### config.mk
export PLATFORM = sky130hd
export DESIGN_NAME = pause_watermark_gen
export DESIGN_NICKNAME = d
export VERILOG_FILES = /design/src/rtl/pwg_pkg.sv /design/src/rtl/pwg_compare.sv /design/src/rtl/pwg_arbiter.sv /design/src/rtl/pause_watermark_gen.sv
export SDC_FILE = /design/constraint.sdc
export NUM_CORES = 1
export LEC_CHECK = 0
export ABC_CLOCK_PERIOD_IN_PS = 3600
export BUFFER_PORTS_ARGS = -buffer_cell sky130_fd_sc_hd__buf_2
export CAP_MARGIN = 20
export CORE_ASPECT_RATIO = 0.75
export CORE_MARGIN = 3
export CORE_UTILIZATION = 25
export CTS_CLUSTER_SIZE = 14
export DETAILED_ROUTE_END_ITERATION = 7
export GPL_ROUTABILITY_DRIVEN = 0
export HOLD_SLACK_MARGIN = 0.1
export PLACE_DENSITY_LB_ADDON = 0.08
export SYNTH_ARGS = -nofsm -noshare
export SYNTH_HDL_FRONTEND = slang
export SYNTH_SLANG_ARGS = --single-unit
### constraint.sdc
create_clock -name clk -period 3.6 [get_ports clk]
set_input_delay 0.36 -clock clk [delete_from_list [all_inputs] [get_ports clk]]
set_output_delay 0.36 -clock clk [all_outputs]
set_load 0.03 [all_outputs]
### src/rtl/pwg_pkg.sv
package pwg_pkg;

    typedef enum logic [1:0] {
        K_FSTOP = 2'd0,
        K_FRES  = 2'd1,
        K_ASTOP = 2'd2,
        K_ARES  = 2'd3
    } kind_e;

    localparam int unsigned NUM_SRC = 4;

    function automatic logic is_stop_kind(input kind_e k);
        return (k == K_FSTOP) || (k == K_ASTOP);
    endfunction

endpackage

### src/rtl/pwg_compare.sv
module pwg_compare #(
    parameter int unsigned FREE_W = 5,
    parameter int unsigned MARK_W = 4
) (
    input  logic [FREE_W-1:0] free_kb,
    input  logic [MARK_W-1:0] hi_mark,
    input  logic [MARK_W-1:0] lo_mark,
    output logic              below_hi,
    output logic              above_lo,
    output logic              auto_live
);
    localparam int unsigned CMP_W = (FREE_W > MARK_W) ? FREE_W : MARK_W;

    logic [CMP_W-1:0] free_x;
    logic [CMP_W-1:0] hi_x;
    logic [CMP_W-1:0] lo_x;

    generate
        if (FREE_W > MARK_W) begin : g_wide_free
            assign free_x = free_kb;
            assign hi_x   = {{(CMP_W-MARK_W){1'b0}}, hi_mark};
            assign lo_x   = {{(CMP_W-MARK_W){1'b0}}, lo_mark};
        end else if (FREE_W < MARK_W) begin : g_wide_mark
            assign free_x = {{(CMP_W-FREE_W){1'b0}}, free_kb};
            assign hi_x   = hi_mark;
            assign lo_x   = lo_mark;
        end else begin : g_equal
            assign free_x = free_kb;
            assign hi_x   = hi_mark;
            assign lo_x   = lo_mark;
        end
    endgenerate

    always_comb begin
        auto_live = (hi_mark != '0);
        below_hi  = free_x < hi_x;
        above_lo  = free_x > lo_x;
    end

endmodule

### src/rtl/pwg_arbiter.sv
module pwg_arbiter
    import pwg_pkg::*;
(
    input  logic [NUM_SRC-1:0] cand,
    output logic               grant_valid,
    output kind_e              grant_kind
);
    always_comb begin
        grant_valid = 1'b0;
        grant_kind  = K_FSTOP;
        for (int i = NUM_SRC - 1; i >= 0; i--) begin
            if (cand[i]) begin
                grant_valid = 1'b1;
                grant_kind  = kind_e'(i[1:0]);
            end
        end
    end

endmodule

### src/rtl/pause_watermark_gen.sv
module pause_watermark_gen
    import pwg_pkg::*;
#(
    parameter int unsigned FREE_W = 5,
    parameter int unsigned MARK_W = 4,
    parameter int unsigned TIME_W = 16,
    parameter int unsigned HI_RST = 3,
    parameter int unsigned LO_RST = 8
) (
    input  logic              clk,
    input  logic              rst_n,
    input  logic              cfg_we,
    input  logic [MARK_W-1:0] cfg_hi_mark,
    input  logic [MARK_W-1:0] cfg_lo_mark,
    input  logic              fc_en,
    input  logic              auto_en,
    input  logic              force_stop_set,
    input  logic              force_resume_set,
    input  logic [FREE_W-1:0] free_kb,
    input  logic              pause_ack,
    output logic              pause_req,
    output logic [TIME_W-1:0] pause_time,
    output logic [MARK_W-1:0] hi_mark,
    output logic [MARK_W-1:0] lo_mark,
    output logic              force_stop_pend,
    output logic              force_resume_pend,
    output logic              stop_sent
);
    localparam logic [TIME_W-1:0] STOP_TIME = '1;
    localparam logic [TIME_W-1:0] GO_TIME   = '0;
    localparam logic [MARK_W-1:0] HI_INIT   = MARK_W'(HI_RST);
    localparam logic [MARK_W-1:0] LO_INIT   = MARK_W'(LO_RST);

    typedef struct packed {
        logic              req;
        logic [TIME_W-1:0] ptime;
        kind_e             kind;
        logic [MARK_W-1:0] hi;
        logic [MARK_W-1:0] lo;
        logic              fstop;
        logic              fres;
        logic              sent;
    } state_t;

    state_t s_d, s_q;

    logic               below_hi, above_lo, auto_live;
    logic [NUM_SRC-1:0] cand;
    logic               grant_valid;
    kind_e              grant_kind;

    pwg_compare #(.FREE_W(FREE_W), .MARK_W(MARK_W)) u_cmp (
        .free_kb   (free_kb),
        .hi_mark   (s_q.hi),
        .lo_mark   (s_q.lo),
        .below_hi  (below_hi),
        .above_lo  (above_lo),
        .auto_live (auto_live)
    );

    // Index order is the priority order: forced stop, forced resume, auto stop, auto resume
    always_comb begin
        cand          = '0;
        cand[K_FSTOP] = fc_en & s_q.fstop;
        cand[K_FRES]  = fc_en & s_q.fres;
        cand[K_ASTOP] = fc_en & auto_en & auto_live & below_hi & ~s_q.sent;
        cand[K_ARES]  = fc_en & auto_live & s_q.sent & above_lo;
    end

    pwg_arbiter u_arb (
        .cand        (cand),
        .grant_valid (grant_valid),
        .grant_kind  (grant_kind)
    );

    always_comb begin
        s_d = s_q;
        if (cfg_we) begin
            s_d.hi = cfg_hi_mark;
            s_d.lo = cfg_lo_mark;
        end
        if (s_q.req) begin
            if (pause_ack) begin
                s_d.req  = 1'b0;
                s_d.sent = (s_q.ptime == STOP_TIME);
                if (s_q.kind == K_FSTOP) s_d.fstop = 1'b0;
                if (s_q.kind == K_FRES)  s_d.fres  = 1'b0;
            end
        end else if (grant_valid) begin
            s_d.req   = 1'b1;
            s_d.kind  = grant_kind;
            s_d.ptime = is_stop_kind(grant_kind) ? STOP_TIME : GO_TIME;
        end
        if (force_stop_set)   s_d.fstop = 1'b1;
        if (force_resume_set) s_d.fres  = 1'b1;
    end

    always_ff @(posedge clk or negedge rst_n) begin
        if (!rst_n) begin
            s_q.req   <= 1'b0;
            s_q.ptime <= GO_TIME;
            s_q.kind  <= K_FSTOP;
            s_q.hi    <= HI_INIT;
            s_q.lo    <= LO_INIT;
            s_q.fstop <= 1'b0;
            s_q.fres  <= 1'b0;
            s_q.sent  <= 1'b0;
        end else begin
            s_q <= s_d;
        end
    end

    assign pause_req         = s_q.req;
    assign pause_time        = s_q.ptime;
    assign hi_mark           = s_q.hi;
    assign lo_mark           = s_q.lo;
    assign force_stop_pend   = s_q.fstop;
    assign force_resume_pend = s_q.fres;
    assign stop_sent         = s_q.sent;

endmodule

==> results of run 1 <==
-- cells in the mapped netlist (all sizes together) --
master	number	area, um^2
a21o	3	23.8
dfrtp	12	300
nand2	7	26.3
buf	24	180
dfstp	3	78.8
nand2b	2	12.5
o22a	1	10.0
nor4	2	12.5
or2b	1	7.51
o211ai	1	7.51
a21oi	4	23.8
o221ai	1	8.76
nor2	3	11.3
mux2	3	33.8
or3b	1	8.76
a211oi	1	7.51
nand4b	1	15.0
ha	7	87.6
nor3	1	5.00
clkbuf	1	3.75
nand3	1	5.00
o21bai	1	7.51
inv	12	45.0
or3	1	6.26
a211o	1	8.76
o21ai	8	40.0
-- worst min path at each step --
stage                           from                             to  slack, ns  depth (start not counted)
finish              force_resume_set  force_resume_pend$_DFFE_PN0P_       0.30                          2
global route        force_resume_set  force_resume_pend$_DFFE_PN0P_       0.29                          2
CTS                 force_resume_set  force_resume_pend$_DFFE_PN0P_       0.29                          2
detailed placement             rst_n          stop_sent$_DFFE_PN0P_       0.30                          1
global placement               rst_n            s_q[11]$_DFFE_PN0P_       0.30                          1
floorplan                      rst_n  force_resume_pend$_DFFE_PN0P_       0.06                          0
-- per-stage QoR --
stage                     hold slack [ns]  std cells  instance area, um^2
after floorplan                    0.0644        103                  977
after global placement              0.300        178                 1100
after detailed placement            0.300        178                 1100
after CTS                           0.292        183                 1150
after global routing                0.288        183                 1150
final                               0.298        183                 1150
-- registers in the layout, indices dropped and copies added, names as in the netlist --
name	flops
stop_sent	1
pause_req	1
hi_mark	4
force_stop_pend	1
s_q	2
pause_time	1
lo_mark	4
force_resume_pend	1
-- where the power goes --
part           switching [mW]  internal [mW]
combinational           0.338          0.138
sequential             0.0503          0.212
clock                  0.0589         0.0783
-- cell type report --
cell class                 instances  share of cell area [%]
sequential                        15                    32.9
inverter                          12                    3.90
timing repair buffer              49                    21.7
multi-input combinational         51                    32.0
clock buffer                       4                    3.90
tap                               52                    5.64
-- cells by family after synthesis --
| logic type | share of synthesized area (%) |
|---|---|
| buf+inv | 23.4 |
| compound gates | 14.1 |
| simple gates | 11.3 |
| flops | 38.8 |
| fa+ha+maj | 8.96 |
| mux | 3.46 |
-- per-layer routing --
layer | wire, um | track usage [%]
met1 | 996 | 12.8
met2 | 975 | 16.7
met3 | 180 | 3.77
met4 | 17 | 2.24
met5 | 0 | 0
==> results.json, run 1 <==
{
  "cts_max_level": 1,
  "wl_mm": 2.17,
  "synthToLayoutAreaGrowth_pct": 18.1,
  "layout_common_cells": "buf_2, inv_1, dfrtp_1",
  "place_ws_ns": 1.66,
  "drv_cap": 0,
  "row_count": 19,
  "start_kind": "register",
  "critPathBufInv": 1,
  "crit_type": "register to register",
  "seq_area_um2": 379,
  "ctsResizeCount": 0,
  "hold_class": "primary input to register",
  "die-area_um2": 4700,
  "ant_nets": 0,
  "worst_slack_ns": 1.65,
  "reg2regPathDepth": 7,
  "first_global_vias": 775,
  "end_kind": "register",
  "slowest_delay_ns": 0.53,
  "status": "finished, final reports clean",
  "utilization_pct": 31.1,
  "post-route-drc-count": 0,
  "endpoint": "pause_req$_DFF_PN0_",
  "grt_use_total_pct": 10.1,
  "syn_nets": 131,
  "crit_start": "lo_mark[3]$_DFFE_PN1P_",
  "crit_arrival_ns": 2.08,
  "synth-seq-cells": 15,
  "clk_latency_ns": 0.25,
  "drt-initial-drc-count": 18,
  "antenna_found_initial": 0,
  "die_h_um": 60.1,
  "post_route_cells_drive_above_1_share_pct": 46.6,
  "cp.depth": 7,
  "wl_per_cell_um": 11.8,
  "ys_seq_area_share_pct": 38.8,
  "vias": 764,
  "overflow": 0,
  "cts_max_path_buffers": 2,
  "crit_fanout": 2,
  "final_period_minus_worst_setup_slack_ns": 1.95,
  "max_slew_margin_pct": 74.0,
  "cts_root_buf": "clkbuf_8",
  "coreArea_um2": 3710,
  "dr.pass1.iters": 4,
  "grt_max_degree": 19,
  "cts_setup_buffers": 0,
  "path_clk_slew_ns": 0.06,
  "fmax_mhz": 513,
  "syn_area_um2": 977,
  "multi_input_area_um2": 369,
  "setup_tns_ns": 0,
  "power.density_nw_per_um2": 759,
  "start_util_pct": 26.3,
  "setup_viol": 0,
  "period_share_pct": 54.1,
  "rsz0062_at_grt": "false",
  "num_io_pins": 49,
  "fillers": 405,
  "nets": 160,
  "dpl.hpwl_mm": 1.81,
  "reg2reg_to": "pause_req$_DFF_PN0_",
  "cp_cell_sequence": "inv_1 > ha_1 > nand3_1 > or3b_1 > nand4b_2 > a21oi_2 > a211o_1",
  "mostFrequentLayoutCell": "buf_2",
  "cp_slowest_cell": "dfstp_2",
  "syn_area_per_cell_um2": 9.49,
  "cts_buffers": 3,
  "drv_slew": 0,
  "hold_viol": 0,
  "ctsHoldBuffers": 1,
  "cts_tree": "built",
  "crit_family": "simple AND/OR/NAND/NOR gates",
  "regToRegSetupSlack_ns": 1.65,
  "ys_types": 29,
  "worstReg2RegStart": "lo_mark[3]$_DFFE_PN1P_",
  "power.total_mw": 0.875,
  "grt_pass1_wl_mm": 3.59,
  "port_buffers": 48,
  "antenna_cells": 0,
  "tightest_slew_ns": 0.386,
  "cp_data_required_time_ns": 3.73,
  "cts_sinks": 15,
  "finalClockSkew_ns": 0.00236,
  "p_leak_nw": 0.600,
  "syn_inst": 103,
  "ir_drop_mv": 0.293,
  "avgViaCountPerCell": 4.17,
  "die_w_um": 78.2,
  "yosys_warnings": 0
}
Note: power is estimated with default switching activity, not from simulation.
==> run 2: changes to the inputs <==
- ABC_CLOCK_PERIOD_IN_PS: 3600 -> 1680
- clock period: 3.6 -> 1.68 ns (I/O delays scaled with it)
==> run 2 against run 1 <==
- the flow now finishes with violations (setup timing)
- combinational power is 130% higher
- clock power rose by 120%
- global-route usage grew 0.33 points
- non-clock buffer count up 5
- sequential share of layout area down 2.7 points
- critical path depth stayed put
==> results.json, run 2 (synthesis gave the netlist of run 1 again) <==
{
  "max_slew_margin_pct": 72.6,
  "grt_max_degree": 19,
  "hold_class": "primary input to register",
  "crit_type": "register to register",
  "dpl.hpwl_mm": 1.84,
  "worstReg2RegStart": "lo_mark[3]$_DFFE_PN1P_",
  "power.density_nw_per_um2": 1560,
  "antenna_cells": 0,
  "dr.pass1.iters": 4,
  "worst_hold_slack_ns": 0.111,
  "tightest_slew_ns": 0.411,
  "hold_depth": 2,
  "ir_drop_mv": 0.686,
  "antenna_found_initial": 0,
  "cp_slowest_cell": "dfstp_2",
  "pwr-share-seq_pct": 29.1,
  "grt_use_total_pct": 10.5,
  "port_buffers": 48,
  "reg2regPathDepth": 7,
  "vias": 780,
  "power.switching_mw": 0.999,
  "num_io_pins": 49,
  "final_area_um2": 1260,
  "wl_per_cell_um": 12.3,
  "utilization_pct": 33.9,
  "wl_mm": 2.31,
  "row_count": 19,
  "worstHoldStart": "force_stop_set",
  "hold_path_end": "force_stop_pend$_DFFE_PN0P_",
  "failed_checks": "setup timing",
  "coreArea_um2": 3710,
  "drt-initial-drc-count": 18,
  "post_route_cells_drive_above_1_share_pct": 52.9,
  "power.total_mw": 1.96,
  "path_clk_slew_ns": 0.06,
  "mostFrequentLayoutCell": "buf_2",
  "clk_latency_ns": 0.25,
  "cts_max_path_buffers": 2,
  "end_kind": "register",
  "place_ws_ns": -0.150,
  "die-area_um2": 4700,
  "setup_viol": 4,
  "hold_viol": 0,
  "drv_cap": 0,
  "start_kind": "register",
  "finalClockSkew_ns": 0.00165,
  "worst_slack_ns": -0.138,
  "crit_arrival_ns": 1.95,
  "p_leak_nw": 0.637,
  "combPwrFrac_pct": 55.5,
  "reg2reg_to": "pause_req$_DFF_PN0_",
  "first_global_vias": 756,
  "grt_pass1_wl_mm": 3.77,
  "die_h_um": 60.1,
  "nets": 165,
  "fin_cells": 188,
  "final_period_minus_worst_setup_slack_ns": 1.82,
  "placed_area_um2": 1150,
  "drv_slew": 0,
  "setup_tns_ns": -0.355,
  "layout_common_cells": "buf_2, dfrtp_1, inv_1, o21ai_0, nand2_1",
  "cts_max_level": 1,
  "period_share_pct": 108,
  "regToRegSetupSlack_ns": -0.14,
  "fillers": 413,
  "switching_share_pct": 51.1,
  "start_util_pct": 26.3,
  "rsz0062_at_grt": "true",
  "ant_nets": 0,
  "cts_root_buf": "clkbuf_8",
  "p_int_mw": 0.957,
  "cts_sinks": 15,
  "dp_cells": 181,
  "slowest_delay_ns": 0.54,
  "status": "finished, violations left",
  "cp_cell_sequence": "inv_2 > ha_4 > nand3_4 > or3b_4 > nand4b_4 > a21oi_2 > a211o_1",
  "p_clk_share_pct": 15.5,
  "fmax_mhz": 550,
  "cp_data_required_time_ns": 1.82,
  "overflow": 0,
  "synthToLayoutAreaGrowth_pct": 28.6,
  "post-route-drc-count": 0,
  "avgViaCountPerCell": 4.15,
  "cts_buffers": 3,
  "die_w_um": 78.2,
  "crit_fanout": 2,
  "cts_tree": "built"
}
-- run 2: critical path, delay by kind of cell, from the launching register on --
family / cells / cell delay [ns]
flip-flops: 1 / 0.54
AND/OR/NAND/NOR: 3 / 0.55
adder cells (fa/ha/maj): 1 / 0.27
buffers and inverters: 1 / 0.05
AO/OA/AOI/OAI: 2 / 0.29
-- run 2: what timing repair did --
action | in CTS | in global routing
resized for setup | 2 | 3
setup endpoints to repair | 4 | 4
buffers inserted | 0 | 1
pin swaps | 1 | 4
endpoints found under the hold margin | 13 | 0
hold buffers | 2 | 0
-- run 2: routing by layer --
layer	up-vias	wire, um	global-route usage [%]
met3	2	209	3.92
met4	0	11	2.24
met2	37	963	16.5
met1	353	1130	13.8
met5	-	0	0
li1	388	-	-
-- run 2: how the worst max path moves through the flow --
stage,startpoint,end,slack [ns]
CTS,lo_mark[3]$_DFFE_PN1P_,pause_req$_DFF_PN0_,-0.15
finish,lo_mark[3]$_DFFE_PN1P_,pause_req$_DFF_PN0_,-0.14
global placement,lo_mark[3]$_DFFE_PN1P_,pause_time[14]$_DFFE_PN0P_,-0.11
floorplan,lo_mark[3]$_DFFE_PN1P_,pause_time[14]$_DFFE_PN0P_,-0.07
detailed placement,lo_mark[3]$_DFFE_PN1P_,pause_time[14]$_DFFE_PN0P_,-0.15
global route,lo_mark[3]$_DFFE_PN1P_,pause_req$_DFF_PN0_,-0.21
-- run 2: area by class of cell --
| cell class | instances | area, um^2 | area share (%) |
|---|---|---|---|
| Tap cell | 52 | 65.1 | 5.18 |
| Clock buffer | 4 | 45.0 | 3.59 |
| Multi-Input combinational cell | 51 | 432 | 34.4 |
| Sequential cell | 15 | 379 | 30.2 |
| Inverter | 12 | 45.0 | 3.59 |
| Timing Repair Buffer | 54 | 290 | 23.1 |
-- run 2: power by group through the flow --
stage / Sequential [mW] / Combinational (mW) / Clock (mW)
2_1_floorplan: 0.630 / 0.961 / 0
3_3_place_gp: 0.574 / 1.06 / 0
3_5_place_dp: 0.578 / 1.06 / 0
4_1_cts: 0.571 / 1.07 / 0.317
5_1_grt: 0.590 / 1.16 / 0.335
6_report: 0.568 / 1.08 / 0.302
